==> src/rtl/dbm_pkg.sv <==
package dbm_pkg;

    typedef enum logic [1:0] {
        RB_HIT      = 2'd0,
        RB_CLOSED   = 2'd1,
        RB_CONFLICT = 2'd2
    } rb_class_e;

    typedef enum logic [1:0] {
        ST_IDLE = 2'd0,
        ST_WAIT = 2'd1,
        ST_DONE = 2'd2
    } dbm_state_e;

endpackage

==> src/rtl/dbm_addr_split.sv <==
module dbm_addr_split #(
    parameter int ADDR_W  = 32,
    parameter int COL_W   = 11,
    parameter int BANK_W  = 5,
    parameter int TAG_LSB = 18,
    parameter int ROW_W   = ADDR_W - COL_W - BANK_W
) (
    input  logic [ADDR_W-1:0] addr,
    output logic [COL_W-1:0]  col,
    output logic [BANK_W-1:0] bank,
    output logic [ROW_W-1:0]  row
);

    localparam int BF_LSB = COL_W;
    localparam int RW_LSB = COL_W + BANK_W;

    logic [BANK_W-1:0] bank_field;
    logic [BANK_W-1:0] tag_low;

    // The tag slice must sit above the column so that a page never splits across banks.
    generate
        if (TAG_LSB < COL_W || TAG_LSB + BANK_W > ADDR_W) begin : g_bad_geom
            $error("tag slice must lie above the column field and inside the address");
        end
    endgenerate

    assign col        = addr[COL_W-1:0];
    assign bank_field = addr[RW_LSB-1:BF_LSB];
    assign tag_low    = addr[TAG_LSB+BANK_W-1:TAG_LSB];
    assign row        = addr[ADDR_W-1:RW_LSB];
    assign bank       = bank_field ^ tag_low;

endmodule

==> src/rtl/dbm_row_table.sv <==
module dbm_row_table
    import dbm_pkg::*;
#(
    parameter int BANK_W = 5,
    parameter int ROW_W  = 16
) (
    input  logic              clk,
    input  logic              rst_n,
    input  logic [BANK_W-1:0] lk_bank,
    input  logic [ROW_W-1:0]  lk_row,
    output rb_class_e         lk_class,
    input  logic              upd_en,
    input  logic              close_en,
    input  logic [BANK_W-1:0] close_bank
);

    localparam int NBANK = 1 << BANK_W;

    logic [NBANK-1:0] open_q;
    logic [ROW_W-1:0] row_q [NBANK];

    generate
        for (genvar b = 0; b < NBANK; b++) begin : g_bank
            always_ff @(posedge clk) begin
                if (!rst_n) begin
                    open_q[b] <= 1'b0;
                    row_q[b]  <= '0;
                end else if (upd_en && lk_bank == BANK_W'(b)) begin
                    open_q[b] <= 1'b1;
                    row_q[b]  <= lk_row;
                end else if (close_en && close_bank == BANK_W'(b)) begin
                    open_q[b] <= 1'b0;
                end
            end
        end
    endgenerate

    always_comb begin
        if (!open_q[lk_bank]) begin
            lk_class = RB_CLOSED;
        end else if (row_q[lk_bank] == lk_row) begin
            lk_class = RB_HIT;
        end else begin
            lk_class = RB_CONFLICT;
        end
    end

    AST_OPEN_AFTER_ACCESS: assert property (@(posedge clk) disable iff (!rst_n)
        upd_en |=> open_q[$past(lk_bank)]);

    AST_CLOSE_CLEARS: assert property (@(posedge clk) disable iff (!rst_n)
        (close_en && !(upd_en && lk_bank == close_bank)) |=> !open_q[$past(close_bank)]);

endmodule

==> src/rtl/dbm_lat_timer.sv <==
module dbm_lat_timer #(
    parameter int MAX_LAT = 14,
    parameter int CNT_W   = $clog2(MAX_LAT + 1)
) (
    input  logic             clk,
    input  logic             rst_n,
    input  logic             load,
    input  logic [CNT_W-1:0] load_val,
    output logic             expire
);

    logic [CNT_W-1:0] cnt_q;
    logic             busy_q;

    always_ff @(posedge clk) begin
        if (!rst_n) begin
            cnt_q  <= '0;
            busy_q <= 1'b0;
        end else if (load) begin
            cnt_q  <= load_val - 1'b1;
            busy_q <= 1'b1;
        end else if (busy_q) begin
            if (cnt_q == '0) begin
                busy_q <= 1'b0;
            end else begin
                cnt_q <= cnt_q - 1'b1;
            end
        end
    end

    assign expire = busy_q && (cnt_q == '0);

    AST_CNT_BOUND: assert property (@(posedge clk) disable iff (!rst_n)
        busy_q |-> (cnt_q < CNT_W'(MAX_LAT)));

    AST_LOAD_NONZERO: assert property (@(posedge clk) disable iff (!rst_n)
        load |-> (load_val != '0));

endmodule

==> src/rtl/dbm_mapper.sv <==
module dbm_mapper
    import dbm_pkg::*;
#(
    parameter int ADDR_W       = 32,
    parameter int BANK_W       = 5,
    parameter int COL_W        = 11,
    parameter int TAG_LSB      = 18,
    parameter int HIT_CYC      = 4,
    parameter int CLOSED_CYC   = 8,
    parameter int CONFLICT_CYC = 14
) (
    input  logic                             clk,
    input  logic                             rst_n,
    input  logic                             req_valid,
    output logic                             req_ready,
    input  logic [ADDR_W-1:0]                req_addr,
    input  logic                             close_en,
    input  logic [BANK_W-1:0]                close_bank,
    output logic                             done,
    output logic [BANK_W-1:0]                done_bank,
    output logic [ADDR_W-COL_W-BANK_W-1:0]   done_row,
    output logic [COL_W-1:0]                 done_col,
    output logic [1:0]                       done_class
);

    localparam int ROW_W    = ADDR_W - COL_W - BANK_W;
    localparam int MAX_LAT0 = (HIT_CYC > CLOSED_CYC) ? HIT_CYC : CLOSED_CYC;
    localparam int MAX_LAT  = (MAX_LAT0 > CONFLICT_CYC) ? MAX_LAT0 : CONFLICT_CYC;
    localparam int CNT_W    = $clog2(MAX_LAT + 1);

    dbm_state_e state_q, state_d;

    logic [COL_W-1:0]  map_col;
    logic [BANK_W-1:0] map_bank;
    logic [ROW_W-1:0]  map_row;
    rb_class_e         map_class;
    logic [CNT_W-1:0]  lat_val;
    logic              accept;
    logic              expire;

    logic [BANK_W-1:0] bank_q;
    logic [ROW_W-1:0]  row_q;
    logic [COL_W-1:0]  col_q;
    rb_class_e         class_q;

    dbm_addr_split #(
        .ADDR_W (ADDR_W),
        .COL_W  (COL_W),
        .BANK_W (BANK_W),
        .TAG_LSB(TAG_LSB),
        .ROW_W  (ROW_W)
    ) u_split (
        .addr(req_addr),
        .col (map_col),
        .bank(map_bank),
        .row (map_row)
    );

    dbm_row_table #(
        .BANK_W(BANK_W),
        .ROW_W (ROW_W)
    ) u_rows (
        .clk       (clk),
        .rst_n     (rst_n),
        .lk_bank   (map_bank),
        .lk_row    (map_row),
        .lk_class  (map_class),
        .upd_en    (accept),
        .close_en  (close_en),
        .close_bank(close_bank)
    );

    dbm_lat_timer #(
        .MAX_LAT(MAX_LAT),
        .CNT_W  (CNT_W)
    ) u_timer (
        .clk     (clk),
        .rst_n   (rst_n),
        .load    (accept),
        .load_val(lat_val),
        .expire  (expire)
    );

    always_comb begin
        unique case (map_class)
            RB_HIT:    lat_val = CNT_W'(HIT_CYC);
            RB_CLOSED: lat_val = CNT_W'(CLOSED_CYC);
            default:   lat_val = CNT_W'(CONFLICT_CYC);
        endcase
    end

    assign accept = req_valid && req_ready;

    // Next-state logic
    always_comb begin
        state_d = state_q;
        unique case (state_q)
            ST_IDLE: if (accept) state_d = ST_WAIT;
            ST_WAIT: if (expire) state_d = ST_DONE;
            ST_DONE: state_d = ST_IDLE;
            default: state_d = ST_IDLE;
        endcase
    end

    // State register and captured request
    always_ff @(posedge clk) begin
        if (!rst_n) begin
            state_q <= ST_IDLE;
            bank_q  <= '0;
            row_q   <= '0;
            col_q   <= '0;
            class_q <= RB_HIT;
        end else begin
            state_q <= state_d;
            if (accept) begin
                bank_q  <= map_bank;
                row_q   <= map_row;
                col_q   <= map_col;
                class_q <= map_class;
            end
        end
    end

    // Outputs
    always_comb begin
        req_ready  = (state_q == ST_IDLE);
        done       = (state_q == ST_DONE);
        done_bank  = bank_q;
        done_row   = row_q;
        done_col   = col_q;
        done_class = class_q;
    end

    AST_DONE_ONE_CYCLE: assert property (@(posedge clk) disable iff (!rst_n)
        done |=> !done);

    AST_BUSY_AFTER_ACCEPT: assert property (@(posedge clk) disable iff (!rst_n)
        accept |=> !req_ready);

    AST_READY_AFTER_DONE: assert property (@(posedge clk) disable iff (!rst_n)
        done |=> req_ready);

    AST_DONE_NOT_READY: assert property (@(posedge clk) disable iff (!rst_n)
        done |-> !req_ready);

    AST_OUT_STABLE: assert property (@(posedge clk) disable iff (!rst_n)
        (!req_ready && !$past(accept)) |-> ($stable(done_bank) && $stable(done_row)));

endmodule

==> config.mk <==
export PLATFORM = sky130hd
export DESIGN_NAME = dbm_mapper
export DESIGN_NICKNAME = d
export VERILOG_FILES = /design/src/rtl/dbm_pkg.sv /design/src/rtl/dbm_addr_split.sv /design/src/rtl/dbm_row_table.sv /design/src/rtl/dbm_lat_timer.sv /design/src/rtl/dbm_mapper.sv
export SDC_FILE = /design/constraint.sdc
export NUM_CORES = 1
export LEC_CHECK = 0
export BUFFER_PORTS_ARGS = -buffer_cell sky130_fd_sc_hd__buf_2
export CAP_MARGIN = 20
export CORE_ASPECT_RATIO = 0.75
export CORE_UTILIZATION = 57
export DETAILED_ROUTE_END_ITERATION = 10
export HOLD_SLACK_MARGIN = 0.02
export PLACE_DENSITY = 0.74
export RECOVER_POWER = 100
export SLEW_MARGIN = 10
export SYNTH_ARGS = -nofsm -noshare
export SYNTH_HDL_FRONTEND = slang
export SYNTH_SLANG_ARGS = --single-unit
==> constraint.sdc <==
create_clock -name clk -period 7.38 [get_ports clk]
set_input_delay 2.214 -clock clk [delete_from_list [all_inputs] [get_ports clk]]
set_output_delay 2.214 -clock clk [all_outputs]
set_load 0.01 [all_outputs]
==> flow_summary.toml <==
[sta]
setup_tns_ns = 0
relSlewSlack_pct = -26.4
setup_viol = 0
rsz0062_at_grt = "no"
period_minus_slack_ns = 7.15
hold_viol = 0
finalCritPeriodShare_pct = 96.9
tightest_slew_ns = 1.89
drv_slew = 241
clock_skew_ns = 0.0242
hold_ws_ns = 0.467
fmax_mhz = 140

[worst_setup_path]
cp-end-kind = "register"
crit_start = "req_addr[22]"
path_cells = "clkbuf_1 -> xnor2_1 -> buf_4 -> nand2_1 -> o21ai_0 -> clkbuf_1"
cp_slowest_cell = "xnor2_1"
cpMostUsedCell = "clkbuf_1"
worst_ep_required_time_ns = 7.62
critPathMaxFanout = 16
slowest_delay_ns = 1.63
r2r_start = "state_q[1]"
critPathKind = "input port to register"
crit_arrival_ns = 7.40
startpoint_type = "input port"

[die]
initial_core_util_pct = 58.3
coreArea_um2 = 46500
rows = 68
dieArea_um2 = 48400
die_y_um = 191
io_pins = 77
die_x_um = 254

[cells_and_area]
fill_cells = 3581
final_cell_mix = "512 x edfxtp_1, 259 x and2_0, 256 x and2_1"
multiInputGateArea_um2 = 9470
final_common_cell = "edfxtp_1"
final_core_util_pct = 65.0
area_growth_pct = 11.4
layout.nets = 2318
seq_area_um2 = 16800
drive_gt1_share_pct = 12.9

[clocking]
cts_buffers = 54
cts_max_level = 2
cts.path.max_buffers = 3
post_cts_buffers = 0
clockRootBuffer = "clkbuf_16"
clock_sink_count = 585
clock_latency_ns = 0.63
clkTransAtPathRegs_ns = 0.06
ctsHoldBuffers = 0
cts_tree = "yes"
post_cts_resized = 0

[pwr]
p_per_area_nw_per_um2 = 256
combPwrFrac_pct = 14.4
switchingPower_w = 0.00216
switching_share_pct = 27.9
finalPower_w = 0.00773
leakage_nw = 10.7
internal_power_w = 0.00557
power_frac_seq_pct = 49.0
clkPwrFrac_pct = 36.5
ir_worst_vdd_uv = 180

[grt]
grt_max_degree = 75
grt-ovfl-total = 0
grt_pass1_vias = 18300
grt_use_total_pct = 42.8
grt_pass1_wl_mm = 142
antenna_found_initial = 6

[min_path]
hold_start = "done_row[2]"
hp-class = "register to register"

[yosys]
synthesis.area_um2 = 27100
synthCells = 2182
avgSynthCellArea_um2 = 12.4
synth.distinct_cells = 84
synth-seq-cells = 585
synth_edf_count = 512
synth_nets = 2224
yosysSeqAreaShare_pct = 62.1
synthArstFlopShare_pct = 0
synth_ff_type = "edfxtp_1"
ys_warn_count = 0

[placement]
place.port_buffers = 76
place.gp.congestion = 1.06
dpl.hpwl_mm = 68.9

[outcome]
violations = "capacitance limit, slew limit"
outcome = "finished, violations left"

[route]
routed_wl_mm = 103
wl_per_cell_um = 34.8
vias = 20100
first_pass_iters = 6
ant_nets = 0
viasPerCell = 6.79
drt_iter0_markers = 3315
drc = 0

[flow_run]
max_cap_viol_count = 17
logic make-up (layout without fill, tap and decap cells):
kind of cell	Yosys count	in the layout	synth area share, %
other cells	0	1	0
mux	85	85	5.78
flops	585	585	62.1
compound gates	324	324	8.39
fa+ha+maj	1	1	0.0462
xor+xnor	26	26	1.09
buf+inv	187	326	3.20
simple gates	974	974	19.4
cell type report:
class | instances | share of cell area (%)
diodes | 1 | 0.00829
clock buffers | 67 | 4.84
clock inverters | 34 | 0.916
inverters | 1 | 0.0124
multi-input cells | 1410 | 31.4
flip-flops and latches | 585 | 55.8
well taps | 630 | 2.61
repair buffers | 224 | 4.47
metal layers:
metal  vias to the layer above  track usage, %  wire (um)
met4                         6            12.5       3250
met3                       221            14.9      16600
met1                     10100            64.4      41200
met5                         -               0         41
met2                      1628            58.1      41700
li1                       8125               -          -
power by group through the flow:
| stage | registers (W) | logic, W | clock network (W) |
|---|---|---|---|
| 5_1_grt | 0.00380 | 0.00113 | 0.00294 |
| 3_3_place_gp | 0.00385 | 0.00108 | 0 |
| 3_5_place_dp | 0.00385 | 0.00108 | 0 |
| 6_report | 0.00379 | 0.00112 | 0.00282 |
| 2_1_floorplan | 0.00384 | 0.000558 | 0 |
| 4_1_cts | 0.00378 | 0.00108 | 0.00282 |
final timing paths:
path / depth (start not counted) / slack, ns / end
setup / recovery: 6 / 0.23 / u_rows.row_q[7][4]
hold / removal: 2 / 0.47 / done_row[2]
setup reg to reg: 7 / 3.05 / u_rows.row_q[13][8]
hold reg to reg: 2 / 0.47 / done_row[2]
flip-flops by register name (all words and copies together) (netlist names):
signal,cells
done_class,2
u_rows.open_q,32
done_col,11
u_timer.busy_q,1
done_bank,5
u_timer.cnt_q,4
state_q,2
u_rows.row_q,512
done_row,16
Yosys cell counts (8+ instances only):
cell type	instances	area [um^2]
a21boi_0	31	233
a21oi_1	15	75.1
a221oi_1	8	70.1
a31o_2	14	123
a31oi_1	16	100
and2_1	514	3220
buf_2	40	200
clkbuf_1	123	462
dfxtp_1	73	1460
edfxtp_1	512	15400
mux2i_1	27	270
mux4_1	9	236
mux4_2	45	1010
nand2_1	234	878
nand3_1	31	155
nand4_1	32	200
nor2_1	75	282
nor3_1	52	260
nor4_1	11	68.8
o211ai_1	17	128
o21ai_0	85	425
o221ai_1	12	105
o22ai_1	40	250
xnor2_1	10	87.6
xor2_1	10	87.6
stage by stage:
step                std cells  area [um^2]  setup slack (ns)
finish                   2952        30200             0.225
detailed placement       2849        28800             0.379
global route             2951        30200             0.334
CTS                      2950        30600              1.03
floorplan                2182        27100              2.16
global placement         2844        28800             0.302
worst max-delay path, delay by kind of cell:
kind,cells,cell delay (ns)
xor gates and xnor gates,1,1.63
and+or+nand+nor,1,0.50
AOI/OAI and AO/OA,1,1.58
buffers and inverters,3,1.43
(Power assumes the default switching activity.)
